**src/rtl/cfgwin_pkg.sv**
```systemverilog
package cfgwin_pkg;

  // Strobes passed from the decode control to the datapath
  typedef struct packed {
    logic hbWrite;     // accepted write to a host-bridge register
    logic hbRead;      // read data comes from the host bridge
    logic readEn;      // a read request is present this cycle
    logic readReject;  // the read must return all ones
  } winStrobes_t;

  // Byte mask of an access of the given size code, aligned to lane 0
  function automatic logic [3:0] sizeToMask(input logic [1:0] sizeCode);
    case (sizeCode)
      2'd0:    return 4'b0001;
      2'd1:    return 4'b0011;
      2'd2:    return 4'b1111;
      default: return 4'b0000;
    endcase
  endfunction

endpackage

```
**src/rtl/cfgwin_ctrl.sv**
```systemverilog
module cfgwin_ctrl
  import cfgwin_pkg::*;
#(
  parameter int ADDR_W    = 40,
  parameter int NUM_SLOTS = 4
) (
  input  logic                 clk,
  input  logic                 rst_n,
  input  logic                 reqValid,
  input  logic                 reqWrite,
  input  logic [ADDR_W-1:0]    reqAddr,
  input  logic [1:0]           reqSize,
  input  logic [NUM_SLOTS-1:0] slotPresent,
  output winStrobes_t          strobes,
  output logic [1:0]           lane,
  output logic [3:0]           sizeMask,
  output logic [3:0]           byteEn,
  output logic [5:0]           regIdx,
  output logic [2:0]           funcIdx,
  output logic [4:0]           slotNum,
  output logic [NUM_SLOTS-1:0] slotReq
);

  localparam int DEV_W = 5;

  logic [7:0]       busNum;
  logic [DEV_W-1:0] devNum;
  logic             highSet;
  logic [7:0]       spread;
  logic             fits;
  logic             routable;
  logic             isHb;
  logic             presentHit;
  logic [7:0]       unusedTop;

  assign busNum    = reqAddr[23:16];
  assign devNum    = reqAddr[15:11];
  assign funcIdx   = reqAddr[10:8];
  assign regIdx    = reqAddr[7:2];
  assign lane      = reqAddr[1:0];
  assign unusedTop = reqAddr[31:24];
  assign highSet   = |reqAddr[ADDR_W-1:32];

  assign sizeMask = sizeToMask(reqSize);
  assign spread   = {4'b0000, sizeMask} << lane;
  assign byteEn   = spread[3:0];
  assign fits     = (sizeMask != 4'b0000) && (spread[7:4] == 4'b0000);
  assign routable = !highSet && (busNum == 8'd0) && fits;
  assign isHb     = (devNum == '0);
  assign slotNum  = devNum - 5'd1;

  always_comb begin
    presentHit = 1'b0;
    for (int k = 0; k < NUM_SLOTS; k++) begin
      if (devNum == DEV_W'(k + 1)) presentHit = slotPresent[k];
    end
  end

  for (genvar k = 0; k < NUM_SLOTS; k++) begin : g_slotReq
    assign slotReq[k] = reqValid && routable && (devNum == DEV_W'(k + 1)) && slotPresent[k];
  end

  assign strobes.hbWrite    = reqValid && reqWrite && routable && isHb;
  assign strobes.hbRead     = isHb;
  assign strobes.readEn     = reqValid && !reqWrite;
  assign strobes.readReject = !routable || (!isHb && !presentHit);

  // at most one slot strobed at a time
  a_r8_slot_onehot: assert property (@(posedge clk) disable iff (!rst_n)
    $onehot0(slotReq));

  // offsets beyond 32 bits reach no target
  a_r2_high_offset_silent: assert property (@(posedge clk) disable iff (!rst_n)
    (reqValid && highSet) |-> (slotReq == '0 && !strobes.hbWrite));

  // other buses reach no target
  a_r4_other_bus_silent: assert property (@(posedge clk) disable iff (!rst_n)
    (reqValid && busNum != 8'd0) |-> (slotReq == '0 && !strobes.hbWrite));

  // a strobed slot always sees at least one enabled byte
  a_r8_strobe_has_bytes: assert property (@(posedge clk) disable iff (!rst_n)
    (slotReq != '0) |-> (byteEn != 4'b0000));

endmodule

```
**src/rtl/cfgwin_datapath.sv**
```systemverilog
module cfgwin_datapath
  import cfgwin_pkg::*;
#(
  parameter int          NUM_SLOTS = 4,
  parameter int          HB_REGS   = 16,
  parameter logic [31:0] HB_ID     = 32'hC0DE_1234,
  parameter logic [31:0] HB_CLASS  = 32'h0600_0000
) (
  input  logic                   clk,
  input  logic                   rst_n,
  input  winStrobes_t            strobes,
  input  logic [1:0]             lane,
  input  logic [3:0]             sizeMask,
  input  logic [3:0]             byteEn,
  input  logic [5:0]             regIdx,
  input  logic [4:0]             slotNum,
  input  logic [31:0]            reqWdata,
  input  logic [NUM_SLOTS*32-1:0] slotRdata,
  output logic [31:0]            laneWdata,
  output logic                   rspValid,
  output logic [31:0]            rspRdata
);

  localparam int ID_IDX    = 0;
  localparam int CLASS_IDX = 2;

  logic [HB_REGS*32-1:0] hbFlat;
  logic [31:0] hbVal;
  logic [31:0] slotVal;
  logic [31:0] shifted;
  logic [31:0] dataMask;
  logic [31:0] rspNext;

  assign laneWdata = reqWdata << {lane, 3'b000};

  for (genvar i = 0; i < HB_REGS; i++) begin : g_hbReg
    if (i == ID_IDX) begin : g_id
      assign hbFlat[i*32 +: 32] = HB_ID;
    end else if (i == CLASS_IDX) begin : g_class
      assign hbFlat[i*32 +: 32] = HB_CLASS;
    end else begin : g_rw
      logic [31:0] cellQ;
      always_ff @(posedge clk or negedge rst_n) begin
        if (!rst_n) begin
          cellQ <= '0;
        end else if (strobes.hbWrite && regIdx == 6'(i)) begin
          for (int b = 0; b < 4; b++) begin
            if (byteEn[b]) cellQ[b*8 +: 8] <= laneWdata[b*8 +: 8];
          end
        end
      end
      assign hbFlat[i*32 +: 32] = cellQ;
    end
  end

  always_comb begin
    hbVal = '0;
    for (int k = 0; k < HB_REGS; k++) begin
      if (regIdx == 6'(k)) hbVal = hbFlat[k*32 +: 32];
    end
  end

  always_comb begin
    slotVal = '1;
    for (int k = 0; k < NUM_SLOTS; k++) begin
      if (slotNum == 5'(k)) slotVal = slotRdata[k*32 +: 32];
    end
  end

  assign shifted  = (strobes.hbRead ? hbVal : slotVal) >> {lane, 3'b000};
  assign dataMask = {{8{sizeMask[3]}}, {8{sizeMask[2]}}, {8{sizeMask[1]}}, {8{sizeMask[0]}}};
  assign rspNext  = strobes.readReject ? '1 : (shifted & dataMask);

  always_ff @(posedge clk or negedge rst_n) begin
    if (!rst_n) begin
      rspValid <= 1'b0;
      rspRdata <= '0;
    end else begin
      rspValid <= strobes.readEn;
      if (strobes.readEn) rspRdata <= rspNext;
    end
  end

  // rejected reads answer all ones
  a_r3_reject_all_ones: assert property (@(posedge clk) disable iff (!rst_n)
    (strobes.readEn && strobes.readReject) |=> (rspRdata == 32'hFFFF_FFFF));

  // host-bridge registers hold when no write is accepted
  a_r6_hold_without_write: assert property (@(posedge clk) disable iff (!rst_n)
    !strobes.hbWrite |=> $stable(hbFlat));

  // single-byte reads clear the upper bytes
  a_r5_byte_read_upper_zero: assert property (@(posedge clk) disable iff (!rst_n)
    (strobes.readEn && !strobes.readReject && sizeMask == 4'b0001) |=> (rspRdata[31:8] == 24'd0));

endmodule

```
**src/rtl/cfg_window_router.sv**
```systemverilog
module cfg_window_router
  import cfgwin_pkg::*;
#(
  parameter int          ADDR_W    = 40,
  parameter int          NUM_SLOTS = 4,
  parameter int          HB_REGS   = 16,
  parameter logic [31:0] HB_ID     = 32'hC0DE_1234,
  parameter logic [31:0] HB_CLASS  = 32'h0600_0000
) (
  input  logic                    clk,
  input  logic                    rst_n,
  input  logic                    reqValid,
  input  logic                    reqWrite,
  input  logic [ADDR_W-1:0]       reqAddr,
  input  logic [1:0]              reqSize,
  input  logic [31:0]             reqWdata,
  input  logic [NUM_SLOTS-1:0]    slotPresent,
  input  logic [NUM_SLOTS*32-1:0] slotRdata,
  output logic [NUM_SLOTS-1:0]    slotReq,
  output logic                    slotWrite,
  output logic [2:0]              slotFunc,
  output logic [5:0]              slotReg,
  output logic [3:0]              slotBe,
  output logic [31:0]             slotWdata,
  output logic                    rspValid,
  output logic [31:0]             rspRdata
);

  winStrobes_t strobes;
  logic [1:0]  lane;
  logic [3:0]  sizeMask;
  logic [4:0]  slotNum;

  assign slotWrite = reqWrite;

  cfgwin_ctrl #(
    .ADDR_W   (ADDR_W),
    .NUM_SLOTS(NUM_SLOTS)
  ) u_ctrl (
    .clk        (clk),
    .rst_n      (rst_n),
    .reqValid   (reqValid),
    .reqWrite   (reqWrite),
    .reqAddr    (reqAddr),
    .reqSize    (reqSize),
    .slotPresent(slotPresent),
    .strobes    (strobes),
    .lane       (lane),
    .sizeMask   (sizeMask),
    .byteEn     (slotBe),
    .regIdx     (slotReg),
    .funcIdx    (slotFunc),
    .slotNum    (slotNum),
    .slotReq    (slotReq)
  );

  cfgwin_datapath #(
    .NUM_SLOTS(NUM_SLOTS),
    .HB_REGS  (HB_REGS),
    .HB_ID    (HB_ID),
    .HB_CLASS (HB_CLASS)
  ) u_dp (
    .clk      (clk),
    .rst_n    (rst_n),
    .strobes  (strobes),
    .lane     (lane),
    .sizeMask (sizeMask),
    .byteEn   (slotBe),
    .regIdx   (slotReg),
    .slotNum  (slotNum),
    .reqWdata (reqWdata),
    .slotRdata(slotRdata),
    .laneWdata(slotWdata),
    .rspValid (rspValid),
    .rspRdata (rspRdata)
  );

  // every read request is answered on the next cycle
  a_r10_rsp_after_read: assert property (@(posedge clk) disable iff (!rst_n)
    (reqValid && !reqWrite) |=> rspValid);

  // no response without a read request
  a_r10_no_spurious_rsp: assert property (@(posedge clk) disable iff (!rst_n)
    !(reqValid && !reqWrite) |=> !rspValid);

endmodule

```
**config.mk**
```make
export PLATFORM = sky130hd
export DESIGN_NAME = cfg_window_router
export DESIGN_NICKNAME = d
export VERILOG_FILES = /design/src/rtl/cfgwin_pkg.sv /design/src/rtl/cfgwin_ctrl.sv /design/src/rtl/cfgwin_datapath.sv /design/src/rtl/cfg_window_router.sv
export SDC_FILE = /design/constraint.sdc
export NUM_CORES = 1
export LEC_CHECK = 0
export ABC_AREA = 1
export BUFFER_PORTS_ARGS = -buffer_cell sky130_fd_sc_hd__buf_2
export CAP_MARGIN = 20
export CELL_PAD_IN_SITES_DETAIL_PLACEMENT = 1
export CELL_PAD_IN_SITES_GLOBAL_PLACEMENT = 2
export CORE_MARGIN = 3
export CORE_UTILIZATION = 30
export CTS_CLUSTER_DIAMETER = 150
export DETAILED_ROUTE_END_ITERATION = 12
export PLACE_DENSITY_LB_ADDON = 0.1
export REMOVE_ABC_BUFFERS = 1
export SLEW_MARGIN = 20
export SYNTH_ARGS = -nofsm -noshare
export SYNTH_HDL_FRONTEND = slang
export SYNTH_SLANG_ARGS = --single-unit
```
**constraint.sdc**
```tcl
create_clock -name clk -period 2.55 [get_ports clk]
set_input_delay 0.51 -clock clk [delete_from_list [all_inputs] [get_ports clk]]
set_output_delay 0.51 -clock clk [all_outputs]
set_load 0.02 [all_outputs]
```
==> impl_metrics.py <==
metrics = {
    "synth": {
        "netlist_top_cells_area": "dfrtp_1 50%, nand2_1 15%, o21ai_0 8.2%",
        "synth_commonest_cells": "967 x nand2_1, 481 x dfrtp_1, 400 x o21ai_0, 321 x nor2_1, 174 x inv_1",
        "synth_edf_count": 0,
        "syn_avg_cell_area_um2": 7.91,
        "yosysTopAreaCell": "dfrtp_1",
        "synth.most_common_cell": "nand2_1",
        "synthFlopType": "dfrtp_1",
        "yosysSeqAreaShare": 0.495,
        "ys_warn_count": 0,
        "synth_cell_type_count": 44,
        "ys_ff_latch": 481,
        "synthesis.area_um2": 24300,
        "synth_cells": 3071,
        "synth_top_area_share": 0.495,
        "async_flop_share": 1.00,
    },
    "placed_design": {
        "io_buffers": 278,
        "pre_cts_ws_ns": -0.427,
        "hpwl_um": 73800,
        "placed_cell_area_um2": 28900,
        "place.gp.congestion": 0.862,
    },
    "layout": {
        "drive_gt1_frac": 0.224,
        "fill_cells": 9555,
        "design_area_um2": 30900,
        "fin_util": 0.389,
        "nets": 3734,
        "syn2layout_area_growth_pct": 27.4,
    },
    "hold_path": {
        "min_path_type": "in -> reg",
        "hold_depth": 3,
        "min-delay-start": "reqWdata[6]",
        "hold-path-endpoint": "u_dp.g_hbReg[15].g_rw.cellQ[6]$_DFFE_PN0P_",
    },
    "pwr": {
        "leakage_nw": 14.2,
        "clockPowerShare": 0.481,
        "swShare": 0.258,
        "ir_drop_mv": 0.605,
        "power.internal_mw": 13.3,
        "p_sw_mw": 4.63,
        "power_frac_seq": 0.426,
        "comb_power_share": 0.093,
        "power.density_nw_per_um2": 580,
    },
    "global_routing": {
        "grt_pass1_wl_um": 148000,
        "grt_usage": 0.224,
        "grt_overflow": 0,
        "grt_pass1_vias": 23981,
        "grt_antenna_before_repair": 3,
        "grt_max_degree": 83,
    },
    "critical_path": {
        "r2r-end": "u_dp.rspRdata[7]$_DFFE_PN0P_",
        "reg2reg_slack_ns": 0.15,
        "crit_slowest_cell": "nor3_1",
        "cpMostUsedCell": "buf_2",
        "crit_path_end_kind": "primary output",
        "ff2ff_path_depth": 14,
        "cp_max_fo": 4,
        "path_cells": "buf_2 -> inv_1 -> ha_1 -> nor3_1 -> nor4_2 -> buf_4 -> and2_1 -> buf_2",
        "required_ns": 2.04,
        "crit_arrival_ns": 1.97,
        "critPathBufInv": 4,
        "r2r_start": "u_dp.g_hbReg[4].g_rw.cellQ[15]$_DFFE_PN0P_",
        "crit_path_start_kind": "input pin",
        "path_class": "in -> out",
        "crit_family": "simple AND/OR/NAND/NOR gates",
        "crit_path_max_incr_delay_ns": 0.38,
    },
    "cts": {
        "clkTransAtPathRegs_ns": 0.06,
        "clock_sinks": 481,
        "cts_tree": "built",
        "cts_buffer_depth": 3,
        "clkLatencyLatePin_ns": 0.65,
        "cts_buffers": 57,
        "post_cts_buffers": 0,
        "cts_root_buf": "clkbuf_16",
        "ctsHtreeMaxLevel": 2,
    },
    "route": {
        "vias": 22620,
        "drc": 0,
        "wl_um": 95500,
        "wl_per_cell_um": 20.7,
        "drtIter0Drc": 1317,
        "first_pass_iters": 4,
        "vias_per_cell": 4.90,
        "ant_nets": 0,
    },
    "timing": {
        "finClkSkew_ns": 0.0464,
        "slew_headroom": 0.561,
        "post-route-period-util": 0.974,
        "worst_slew_pin_slew_ns": 0.654,
        "layout_setup_ws_ns": 0.0665,
        "setup_viol": 0,
        "fin_crit_ns": 2.48,
        "hold_violations": 0,
        "slew_viol_final": 0,
        "max_clock_freq_mhz": 403,
    },
    "floorplanning": {
        "dieArea_um2": 84400,
        "die_h_um": 291,
        "boundaryPins": 293,
        "start_util": 0.305,
        "rows": 103,
        "core_area_um2": 79600,
        "die_w_um": 291,
    },
    "outcome": {
        "outcome": "completed",
    },
    "run": {
        "max_cap_violations": 0,
    },
}
state kept, by name, summed over array words and instances (netlist names):
register and count:
u_dp.rspRdata 32, u_dp.rspValid 1, u_dp.g_hbReg.g_rw.cellQ 448
worst register-to-register path, stage by stage, from the launching register on:
cell,delay (ns)
dfrtp_1,0.41
nand4_1,0.12
nand3_1,0.21
nor2_1,0.21
nand4_1,0.15
nor2_1,0.21
nand4_1,0.13
nand2_1,0.09
nand3_1,0.11
nand2_1,0.26
nand2_1,0.10
nand2_1,0.09
inv_1,0.04
nand3_1,0.07
a21oi_1,0.06
cells by family (layout without fill, tap and decap cells):
group,after synthesis,after routing,share of synthesized area
compound gates,569,569,0.121
fa+ha+maj,2,2,0.00103
buf+inv,377,875,0.0770
flops,481,481,0.495
other cells,0,1,0
simple gates,1642,1642,0.306
layer usage:
metal | global-route usage | share of wire | up-vias
met1 | 0.302 | 0.46 | 11263
met2 | 0.377 | 0.48 | 349
met5 | 0 | 0 | -
met4 | 0.0509 | 0.022 | 0
li1 | - | - | 10896
met3 | 0.0368 | 0.040 | 112
area by class of cell:
type	instances	area, um2	area share
Clock inverter	25	353	0.0114
Antenna cell	1	2.50	0.0000809
Sequential cell	481	12000	0.389
Inverter	186	704	0.0228
Multi-Input combinational cell	2213	10500	0.339
Clock buffer	81	1640	0.0529
Tap cell	1050	1310	0.0425
Timing Repair Buffer	583	4420	0.143
timing repair:
action | in CTS | in global routing
setup endpoints to repair | 0 | 4
endpoints found under the hold margin | 33 | 0
gates resized for setup | 0 | 6
hold buffers | 1 | 0
power groups by stage:
stage / registers (mW) / clock network (mW) / logic, mW
floorplan: 7.78 / 0 / 0.476
global placement: 7.77 / 0 / 1.67
detailed placement: 7.77 / 0 / 1.69
CTS: 7.63 / 8.88 / 1.70
global route: 7.63 / 9.22 / 1.81
finish: 7.63 / 8.63 / 1.66
cells in the final DEF, fill, tap and decap left out, types with 2 or more instances in the layout:
cell          n
clkbuf_8     12
o21ai_1      79
and3_1        4
or2_2        31
nor2_1      316
inv_1       173
clkbuf_1     12
nand3_2       2
nor3_1        9
o211ai_1      4
nor2_4       13
a221oi_2      8
buf_4       245
or2_1         2
nand2_1     967
clkinv_1      3
or2_0         7
nor2_2       10
a21oi_1      65
nand3b_1      2
nand4_1      80
inv_2         8
clkinvlp_4    3
nand2_2       2
a22oi_1       7
bufinv_16     6
clkbuf_16    57
clkinv_2     12
o21ai_0     396
ha_1          2
buf_12       58
nand3_4      40
nor4_1       31
dfrtp_1     481
o22ai_1       3
clkinv_16     2
nand3_1     120
buf_2       277
metrics by stage:
stage / cells / total power [mW] / hold slack, ns / TNS (ns)
after detailed placement: 4512 / 9.47 / 0.466 / -19.68
after global placement: 4512 / 9.45 / 0.458 / -14.33
after floorplan: 2880 / 8.25 / 0.214 / -1193.72
final: 4620 / 17.9 / 0.294 / 0
after global routing: 4619 / 18.7 / 0.317 / -0.00252
after CTS: 4619 / 18.2 / 0.266 / 0
how the worst max path moves through the flow:
stage               cells past startpoint                                          to  slack (ns)  startpoint
floorplan                               6  u_dp.g_hbReg[12].g_rw.cellQ[0]$_DFFE_PN0P_       -3.12  reqAddr[1]
global placement                       19                u_dp.rspRdata[7]$_DFFE_PN0P_       -0.40  reqAddr[3]
detailed placement                     15                u_dp.rspRdata[6]$_DFFE_PN0P_       -0.43  reqAddr[7]
CTS                                     8                                   slotBe[2]       0.005  reqAddr[1]
global route                            8                                   slotBe[2]      -0.003  reqAddr[1]
finish                                  8                                  slotReq[0]        0.07  reqSize[0]
Note: power is estimated with default switching activity, not from simulation.
